<file path="src/rtl/cell_serializer_pkg.sv">
package cell_serializer_pkg;

    // Source of the next pixel value
    typedef enum logic [1:0] {
        SRC_BG    = 2'd0,
        SRC_FG    = 2'd1,
        SRC_BLACK = 2'd2
    } pix_src_e;

    function automatic pix_src_e pick_source(input logic blank, input logic eff_bit);
        if (blank)
            return SRC_BLACK;
        else if (eff_bit)
            return SRC_FG;
        else
            return SRC_BG;
    endfunction

endpackage

</file>
<file path="src/rtl/cell_qual_capture.sv">
module cell_qual_capture #(
    parameter int ADDR_W = 14
) (
    input  logic              clk,
    input  logic              rst,
    input  logic              load_n,
    input  logic [ADDR_W-1:0] char_addr,
    input  logic [ADDR_W-1:0] cursor_loc,
    input  logic              hblank,
    input  logic              vblank,
    output logic              cursor_q,
    output logic              blank_q
);

    logic cursor_hit;
    logic blank_any;

    always_comb begin
        cursor_hit = (char_addr == cursor_loc);
        blank_any  = hblank | vblank;
    end

    always_ff @(posedge clk) begin
        if (rst) begin
            cursor_q <= 1'b0;
            blank_q  <= 1'b0;
        end else if (!load_n) begin
            cursor_q <= cursor_hit;
            blank_q  <= blank_any;
        end
    end

    // qualifiers hold between strobes
    a_r3_qual_hold: assert property (@(posedge clk) disable iff (rst)
        load_n |=> ($stable(cursor_q) && $stable(blank_q)));

    // an address match at load marks the cell as cursor
    a_r1_cursor_take: assert property (@(posedge clk) disable iff (rst)
        (!load_n && (char_addr == cursor_loc)) |=> cursor_q);

    // either blank flag at load blanks the cell
    a_r2_blank_take: assert property (@(posedge clk) disable iff (rst)
        (!load_n && (hblank || vblank)) |=> blank_q);

    a_r2_unblank_take: assert property (@(posedge clk) disable iff (rst)
        (!load_n && !hblank && !vblank) |=> !blank_q);

endmodule

</file>
<file path="src/rtl/cell_glyph_shifter.sv">
module cell_glyph_shifter #(
    parameter int GLYPH_W = 8
) (
    input  logic               clk,
    input  logic               rst,
    input  logic               load_n,
    input  logic [GLYPH_W-1:0] glyph_row,
    output logic               glyph_bit
);

    localparam int MSB = GLYPH_W - 1;

    logic [GLYPH_W-1:0] shreg;

    always_ff @(posedge clk) begin
        if (rst)
            shreg <= '0;
        else if (!load_n)
            shreg <= glyph_row;
        else
            shreg <= {shreg[MSB-1:0], 1'b0};
    end

    assign glyph_bit = shreg[MSB];

    // shift one place toward the MSB, zero fill
    a_r4_shift_step: assert property (@(posedge clk) disable iff (rst)
        load_n |=> (shreg == {$past(shreg[MSB-1:0]), 1'b0}));

    // parallel capture only on the strobe
    a_r3_glyph_capture: assert property (@(posedge clk) disable iff (rst)
        !load_n |=> (shreg == $past(glyph_row)));

endmodule

</file>
<file path="src/rtl/cell_attr_latch.sv">
module cell_attr_latch #(
    parameter int COLOR_W = 4
) (
    input  logic                 clk,
    input  logic                 rst,
    input  logic                 load_n,
    input  logic [2*COLOR_W-1:0] color_attr,
    output logic [COLOR_W-1:0]   fg_color,
    output logic [COLOR_W-1:0]   bg_color
);

    logic [2*COLOR_W-1:0] attr_r;

    always_ff @(posedge clk) begin
        if (rst)
            attr_r <= '0;
        else if (!load_n)
            attr_r <= color_attr;
    end

    assign fg_color = attr_r[2*COLOR_W-1:COLOR_W];
    assign bg_color = attr_r[COLOR_W-1:0];

    // attribute holds between strobes
    a_r3_attr_hold: assert property (@(posedge clk) disable iff (rst)
        load_n |=> $stable(attr_r));

endmodule

</file>
<file path="src/rtl/cell_pixel_out.sv">
module cell_pixel_out
    import cell_serializer_pkg::*;
#(
    parameter int COLOR_W = 4
) (
    input  logic               clk,
    input  logic               rst,
    input  logic               glyph_bit,
    input  logic               cursor_q,
    input  logic               blank_q,
    input  logic [COLOR_W-1:0] fg_color,
    input  logic [COLOR_W-1:0] bg_color,
    output logic [COLOR_W-1:0] pix_color
);

    logic               eff_bit;
    pix_src_e           src;
    logic [COLOR_W-1:0] chosen;

    always_comb begin
        eff_bit = glyph_bit ^ cursor_q;
        src     = pick_source(blank_q, eff_bit);
        case (src)
            SRC_FG:  chosen = fg_color;
            SRC_BG:  chosen = bg_color;
            default: chosen = '0;
        endcase
    end

    // Output register with synchronous clear for reset and blanking
    always_ff @(posedge clk) begin
        if (rst || (src == SRC_BLACK))
            pix_color <= '0;
        else
            pix_color <= chosen;
    end

    // blanked cells give black on the next edge
    a_r7_blank_black: assert property (@(posedge clk) disable iff (rst)
        blank_q |=> (pix_color == '0));

    // a differing glyph bit and cursor select the foreground
    a_r5_fg_pick: assert property (@(posedge clk) disable iff (rst)
        (!blank_q && (glyph_bit != cursor_q)) |=> (pix_color == $past(fg_color)));

    // equal glyph bit and cursor select the background
    a_r6_bg_pick: assert property (@(posedge clk) disable iff (rst)
        (!blank_q && (glyph_bit == cursor_q)) |=> (pix_color == $past(bg_color)));

    // reset clears the output
    a_r9_reset_clear: assert property (@(posedge clk)
        rst |=> (pix_color == '0));

endmodule

</file>
<file path="src/rtl/cell_pixel_serializer.sv">
module cell_pixel_serializer #(
    parameter int GLYPH_W = 8,
    parameter int COLOR_W = 4,
    parameter int ADDR_W  = 14
) (
    input  logic                 clk,
    input  logic                 rst,
    input  logic                 load_n,
    input  logic [GLYPH_W-1:0]   glyph_row,
    input  logic [2*COLOR_W-1:0] color_attr,
    input  logic [ADDR_W-1:0]    char_addr,
    input  logic [ADDR_W-1:0]    cursor_loc,
    input  logic                 hblank,
    input  logic                 vblank,
    output logic [COLOR_W-1:0]   pix_color
);

    logic               glyph_bit;
    logic               cursor_q;
    logic               blank_q;
    logic [COLOR_W-1:0] fg_color;
    logic [COLOR_W-1:0] bg_color;

    cell_qual_capture #(.ADDR_W(ADDR_W)) u_qual (
        .clk        (clk),
        .rst        (rst),
        .load_n     (load_n),
        .char_addr  (char_addr),
        .cursor_loc (cursor_loc),
        .hblank     (hblank),
        .vblank     (vblank),
        .cursor_q   (cursor_q),
        .blank_q    (blank_q)
    );

    cell_glyph_shifter #(.GLYPH_W(GLYPH_W)) u_shift (
        .clk       (clk),
        .rst       (rst),
        .load_n    (load_n),
        .glyph_row (glyph_row),
        .glyph_bit (glyph_bit)
    );

    cell_attr_latch #(.COLOR_W(COLOR_W)) u_attr (
        .clk        (clk),
        .rst        (rst),
        .load_n     (load_n),
        .color_attr (color_attr),
        .fg_color   (fg_color),
        .bg_color   (bg_color)
    );

    cell_pixel_out #(.COLOR_W(COLOR_W)) u_out (
        .clk       (clk),
        .rst       (rst),
        .glyph_bit (glyph_bit),
        .cursor_q  (cursor_q),
        .blank_q   (blank_q),
        .fg_color  (fg_color),
        .bg_color  (bg_color),
        .pix_color (pix_color)
    );

endmodule

</file>
<file path="config.mk">
export PLATFORM = sky130hd
export DESIGN_NAME = cell_pixel_serializer
export DESIGN_NICKNAME = d
export VERILOG_FILES = /design/src/rtl/cell_serializer_pkg.sv /design/src/rtl/cell_qual_capture.sv /design/src/rtl/cell_glyph_shifter.sv /design/src/rtl/cell_attr_latch.sv /design/src/rtl/cell_pixel_out.sv /design/src/rtl/cell_pixel_serializer.sv
export SDC_FILE = /design/constraint.sdc
export NUM_CORES = 1
export LEC_CHECK = 0
export ABC_AREA = 1
export BUFFER_PORTS_ARGS = -buffer_cell sky130_fd_sc_hd__clkbuf_2
export CAP_MARGIN = 15
export CELL_PAD_IN_SITES_DETAIL_PLACEMENT = 2
export CELL_PAD_IN_SITES_GLOBAL_PLACEMENT = 2
export CORE_MARGIN = 10
export CORE_UTILIZATION = 20
export DETAILED_ROUTE_END_ITERATION = 12
export PLACE_DENSITY_LB_ADDON = 0.1
export SETUP_SLACK_MARGIN = 0.15
export SYNTH_ARGS = -nofsm -noshare
export SYNTH_HDL_FRONTEND = slang
export SYNTH_HIERARCHICAL = 1
export SYNTH_SLANG_ARGS = --single-unit
</file>
<file path="constraint.sdc">
create_clock -name clk -period 0.98 [get_ports clk]
set_clock_uncertainty 0.15 [all_clocks]
set_input_delay 0.196 -clock clk [delete_from_list [all_inputs] [get_ports clk]]
set_output_delay 0.196 -clock clk [all_outputs]
set_load 0.02 [all_outputs]
</file>
==> results.cfg, run 1 <==
[outcome]
status = complete, but fails checks
violations = negative hold slack, negative setup slack

[pwr]
powerDensity_nw_per_um2 = 1140
power_mw = 2.094
leakage_nw = 1.011
ir_drop_v = 0.0003377

[timing]
max_freq_mhz = 952.3
min_period_over_period = 1.072
hold_viol = 2
hold_slack_ns = -0.01123
fin_crit_ns = 1.050
worstMarginPinSlew_ns = 0.2981
rsz0062_at_grt = yes
setup_slack_ns = -0.07012
relSlewSlack = 0.8011
finalMaxSlewViolations = 0
setup_viol = 8

[logic_synthesis]
syn_avg_cell_area_um2 = 6.049
syn-cell-area_um2 = 1246
yosysWarningCount = 6
synth_edf_count = 0
netlist_top_cells_count = nand2_1 (72), inv_1 (44), nor2_1 (41)
synth_top_area_cell = dfxtp_1
synth_area_leaders = dfxtp_1 (35%), nand2_1 (22%), inv_1 (13%)
ys_types = 17
synth_top_area_share = 0.3534
synth_nets = 255
ys_ff_latch = 22
ys_async_sr_fraction = 0
syn_inst = 206
ys_seq_area_frac = 0.3534
synth_most_common_cell = nand2_1
synthFlopType = dfxtp_1

[worst_hold_path]
min_from = glyph_row[0]
hold_class = primary input to flop
min_to = u_shift/shreg[0]
hold_path_depth = 3

[detailed_routing]
drcViolationCount = 0
wl_per_cell_um = 10.94
routed_wl_um = 3697
drtPass1Iterations = 2
drt_iter0_drc = 17
drtAntennaViolNets = 0
route.vias.total = 1343
via_per_inst = 3.973

[setup_path]
crit_chain = buf_8
cpPeakStageDelay_ns = 0.33
critPathBufInv = 1
r2r-end = u_out/pix_color[2]
critPathArrivalTime_ns = 0.70
rr_startpoint = u_qual/cursor_q
crit_family = flip-flops
slowest_stage = dfxtp_2
required_ns = 0.63
crit_fanout = 1
crit_type = flop to primary output
cp-end-kind = primary output
cp-start-kind = flop
ff2ff_setup_slack_ns = -0.02
reg2reg_depth = 4

[finish]
antennaDiodeCount = 0
final_util = 0.3068
n_fill_cell = 761
drive_gt1_frac = 0.4068
syn_to_final_growth_pct = 47.49
nets = 313

[flow_run]
maxCapViolations = 0

[clocking]
cts_buffer_depth = 2
clkTransAtPathRegs_ns = 0.08
cts_sinks = 22
cts-root-buf = clkbuf_8
clk-insertion-delay-late_ns = 0.26
tritoncts = built
cts.htree.levels = 1
cts_buffers = 3

[floorplanning]
fp.dieH_um = 98.94
row_count = 28
die_x_um = 98.94
die_area_um2 = 9788
start_util = 0.2080
io_pins = 53
fp.coreArea_um2 = 5991

[placement]
port_buffers = 52
hpwl_um = 3187
gp_congestion = 0.6706

[global_routing]
grt_first_pass_wirelength_um = 6423
grt_max_degree = 24
overflow = 0
grt_usage = 0.07619
grt_pass1_vias = 1508
antenna_found_initial = 0
-- cell families after synthesis --
kind of cell / after synthesis / share of synthesized area
simple gates: 128 / 0.4347
buf+inv: 48 / 0.1737
flops: 22 / 0.3534
compound gates: 7 / 0.03112
xor+xnor: 1 / 0.007029
-- registers in the layout, indices dropped and copies added (netlist names) --
register,count
u_attr/attr_r,8
u_out/pix_color,4
u_qual/blank_q,1
u_qual/cursor_q,1
u_shift/shreg,8
-- layout by cell type, fill, tap and decap left out, drive strengths merged --
cell,count
nand4,4
a21oi,6
clkbuf,41
nand3,5
o21ai,1
or2,1
nor2,42
xnor2,1
dfxtp,22
buf,19
nand2,76
inv,45
-- repair_timing --
item                                   CTS  global route
endpoints found under the hold margin    2             1
gates resized for setup                 19            43
setup endpoints to repair               10            21
buffers inserted                         0             1
pin swaps                                7            25
-- worst register-to-register path: cells and delay by family (launching register included) --
kind	cells	cell delay (ns)
flops	1	0.39
simple gates	2	0.20
compound gates	1	0.15
buf+inv	1	0.04
-- stage by stage --
stage | std cells | setup slack, ns | TNS [ns] | hold slack, ns | instance area, µm²
global placement | 333 | -0.1366 | -0.8686 | 0.2643 | 1594
CTS | 337 | -0.09517 | -0.4202 | -0.01791 | 1712
finish | 338 | -0.07012 | -0.2999 | -0.01123 | 1838
floorplan | 206 | 0.08227 | 0 | 0.1011 | 1251
detailed placement | 333 | -0.1643 | -1.017 | 0.2668 | 1594
global route | 338 | -0.1087 | -0.6936 | -0.006929 | 1838
-- worst max path at each step --
stage | startpoint | to | slack (ns) | cells after the start
floorplan | u_qual/cursor_q | u_out/pix_color[0] | 0.08 | 5
global placement | cursor_loc[3] | u_qual/cursor_q | -0.14 | 9
detailed placement | cursor_loc[0] | u_qual/cursor_q | -0.16 | 9
CTS | u_out/pix_color[0] | pix_color[0] | -0.1 | 1
global route | u_out/pix_color[3] | pix_color[3] | -0.11 | 1
finish | u_out/pix_color[0] | pix_color[0] | -0.07 | 1
-- power by group --
group	total (mW)	switching [mW]	leakage [nW]	internal, mW
Combinational	0.467	0.231	0.795	0.236
Clock	0.642	0.285	0.0288	0.357
Sequential	0.985	0.0349	0.187	0.950
-- layout make-up --
class / count / area, µm² / area share
multi-input cells: 136 / 636.9 / 0.3465
flip-flops and latches: 22 / 464.2 / 0.2526
repair buffers: 56 / 406.6 / 0.2212
inverters: 45 / 181.4 / 0.09871
well taps: 75 / 93.84 / 0.05106
clock buffers: 4 / 55.05 / 0.02995
-- layer usage --
metal	part of all wire	up-vias	track usage
met5	0	-	0
li1	-	706	-
met4	0.011	0	0.02977
met3	0.084	2	0.02723
met1	0.40	604	0.08266
met2	0.51	31	0.1318
No activity file was read; power rests on OpenSTA's default activity.
==> inputs of run 2 (changes only) <==
- ABC_AREA: 1 -> 0
- CORE_UTILIZATION: 20 -> 22
- HOLD_SLACK_MARGIN: default -> 0.08
==> results.cfg, run 2 <==
[detailed_routing]
drtAntennaViolNets = 0
drcViolationCount = 0
route.vias.total = 873
wl_per_cell_um = 14.86
drtPass1Iterations = 4
via_per_inst = 4.238
drt_iter0_drc = 15
routed_wl_um = 3061

[finish]
reg.largest.list = u_attr/attr_r (8), u_shift/shreg (8), u_out/pix_color (4)
final_common_cell = clkbuf_2
n_fill_cell = 492
drive_gt1_frac = 0.4935
fin_cells = 206
antennaDiodeCount = 0
syn_to_final_growth_pct = 48.13
nets = 204
final_util = 0.3399
seqCellArea_um2 = 449.2
multi_input_area_um2 = 545.5
postLayoutCellArea_um2 = 1490
layout_common_cells = clkbuf_2 (47), nor2_1 (19), mux2i_1 (15), dfxtp_1 (15), xor2_1 (10)

[logic_synthesis]
netlist_top_cells_count = dfxtp_1 (22), nor2_1 (19), mux2i_1 (15)
ys_async_sr_fraction = 0
synthFlopType = dfxtp_1
ys_seq_area_frac = 0.4378
syn_inst = 96
synth_area_leaders = dfxtp_1 (44%), mux2i_1 (15%), xor2_1 (8.7%)
synth_most_common_cell = dfxtp_1
ys_types = 17
syn_avg_cell_area_um2 = 10.48
synth_edf_count = 0
synth_nets = 145
syn-cell-area_um2 = 1006
synth_top_area_cell = dfxtp_1
synth_top_area_share = 0.4378
yosysWarningCount = 6
ys_ff_latch = 22

[pwr]
swShare = 0.2328
ir_drop_v = 0.0004485
leakage_nw = 0.7086
p_seq_frac = 0.493
clockPowerShare = 0.325
p_comb_frac = 0.182
powerDensity_nw_per_um2 = 1315
power_mw = 1.959
internal_power_mw = 1.503
switchingPower_mw = 0.4562

[setup_path]
crit_chain = xnor2_4, mux2_1
rr_startpoint = u_shift/shreg[7]
cp-start-kind = flop
r2r-end = u_out/pix_color[0]
slowest_stage = dfxtp_2
ff2ff_setup_slack_ns = -0.22
reg2reg_depth = 2
crit_type = flop to flop
cpPeakStageDelay_ns = 0.35
required_ns = 0.97
critPathArrivalTime_ns = 1.20
crit_family = flip-flops
critPathBufInv = 0
cp-end-kind = flop
crit_fanout = 4

[global_routing]
overflow = 0
antenna_found_initial = 0
grt_max_degree = 20
grt_pass1_vias = 1058
grt_first_pass_wirelength_um = 4954
grt_usage = 0.08063

[clocking]
clkTransAtPathRegs_ns = 0.08
cts.htree.levels = 1
tritoncts = built
cts-root-buf = clkbuf_8
cts_sinks = 22
cts_buffer_depth = 2
clk-insertion-delay-late_ns = 0.26
cts_buffers = 3
post_cts_buffers = 0

[floorplanning]
fp.dieH_um = 87.62
start_util = 0.2295
row_count = 24
io_pins = 53
die_x_um = 87.62
fp.coreArea_um2 = 4384
die_area_um2 = 7677

[timing]
min_period_over_period = 1.228
setup_viol = 8
fin_crit_ns = 1.204
max_freq_mhz = 830.7
hold_slack_ns = 0.01924
rsz0062_at_grt = yes
tns_ns = -1.167
finalMaxSlewViolations = 0
hold_viol = 0
relSlewSlack = 0.8214
setup_slack_ns = -0.2238
worstMarginPinSlew_ns = 0.2678

[worst_hold_path]
hold_path_depth = 3
hold_class = primary input to flop
min_from = glyph_row[5]
min_to = u_shift/shreg[5]

[outcome]
violations = negative setup slack
status = complete, but fails checks

[flow_run]
maxCapViolations = 0

[placement]
dp.cells = 202
dpl_cell_area_um2 = 1364
port_buffers = 52
dp_slack_ns = -0.3075
gp_congestion = 0.6595
hpwl_um = 2533
## run 2: cell count changes after synthesis, sizes merged, moves of 9 or more
| cell | previous run | this run |
|---|---|---|
| nand2 | 76 | 0 |
| xor2 | 0 | 10 |
| nor3b | 0 | 9 |
| mux2i | 0 | 15 |
| nor2 | 42 | 19 |
| inv | 44 | 0 |
## run 2: worst reg2reg max path, stage by stage, from the launching register on
cell and delay (ns):
dfxtp_2 0.35, xnor2_4 0.24, mux2_1 0.35
## run 2: cell type report
class                      count  area share
clock buffer                   4     0.03694
timing repair buffer          60      0.2519
multi-input combinational     68      0.3661
tap                           52     0.04366
sequential                    22      0.3014
## run 2: logic make-up after synthesis
| kind of cell | Yosys count | synth area share |
|---|---|---|
| buffers and inverters | 6 | 0.04104 |
| AOI/OAI and AO/OA | 2 | 0.01368 |
| muxes | 19 | 0.1940 |
| and+or+nand+nor | 32 | 0.1754 |
| xor gates and xnor gates | 15 | 0.1381 |
| DFF | 22 | 0.4378 |
## run 2: worst max-delay path by stage
stage                     start            endpoint  slack, ns  depth (start not counted)
2_1_floorplan  u_shift/shreg[7]  u_out/pix_color[0]      -0.15                          2
3_3_place_gp      cursor_loc[5]     u_qual/cursor_q      -0.25                          5
3_5_place_dp     cursor_loc[10]     u_qual/cursor_q      -0.31                          6
4_1_cts         u_qual/cursor_q  u_out/pix_color[0]      -0.24                          2
5_1_grt        u_shift/shreg[7]  u_out/pix_color[2]      -0.25                          2
6_report       u_shift/shreg[7]  u_out/pix_color[0]      -0.22                          2
## run 2: repair_timing
item	in CTS	in global routing
hold endpoints to repair	15	14
gates resized for setup	16	6
pin swaps	1	4
setup endpoints to repair	10	12
## run 2: power by group through the flow
| stage | clock network [mW] | registers (mW) | logic, mW |
|---|---|---|---|
| 2_1_floorplan | 0 | 0.984 | 0.168 |
| 3_3_place_gp | 0 | 0.981 | 0.328 |
| 3_5_place_dp | 0 | 0.982 | 0.339 |
| 4_1_cts | 0.677 | 0.965 | 0.361 |
| 5_1_grt | 0.714 | 0.972 | 0.396 |
| 6_report | 0.637 | 0.966 | 0.356 |
## run 2: metal layers
metal	GRT usage	wire [µm]
met1	0.07520	1055
met2	0.1567	1770
met3	0.03807	222
met4	0.01304	13
met5	0	0
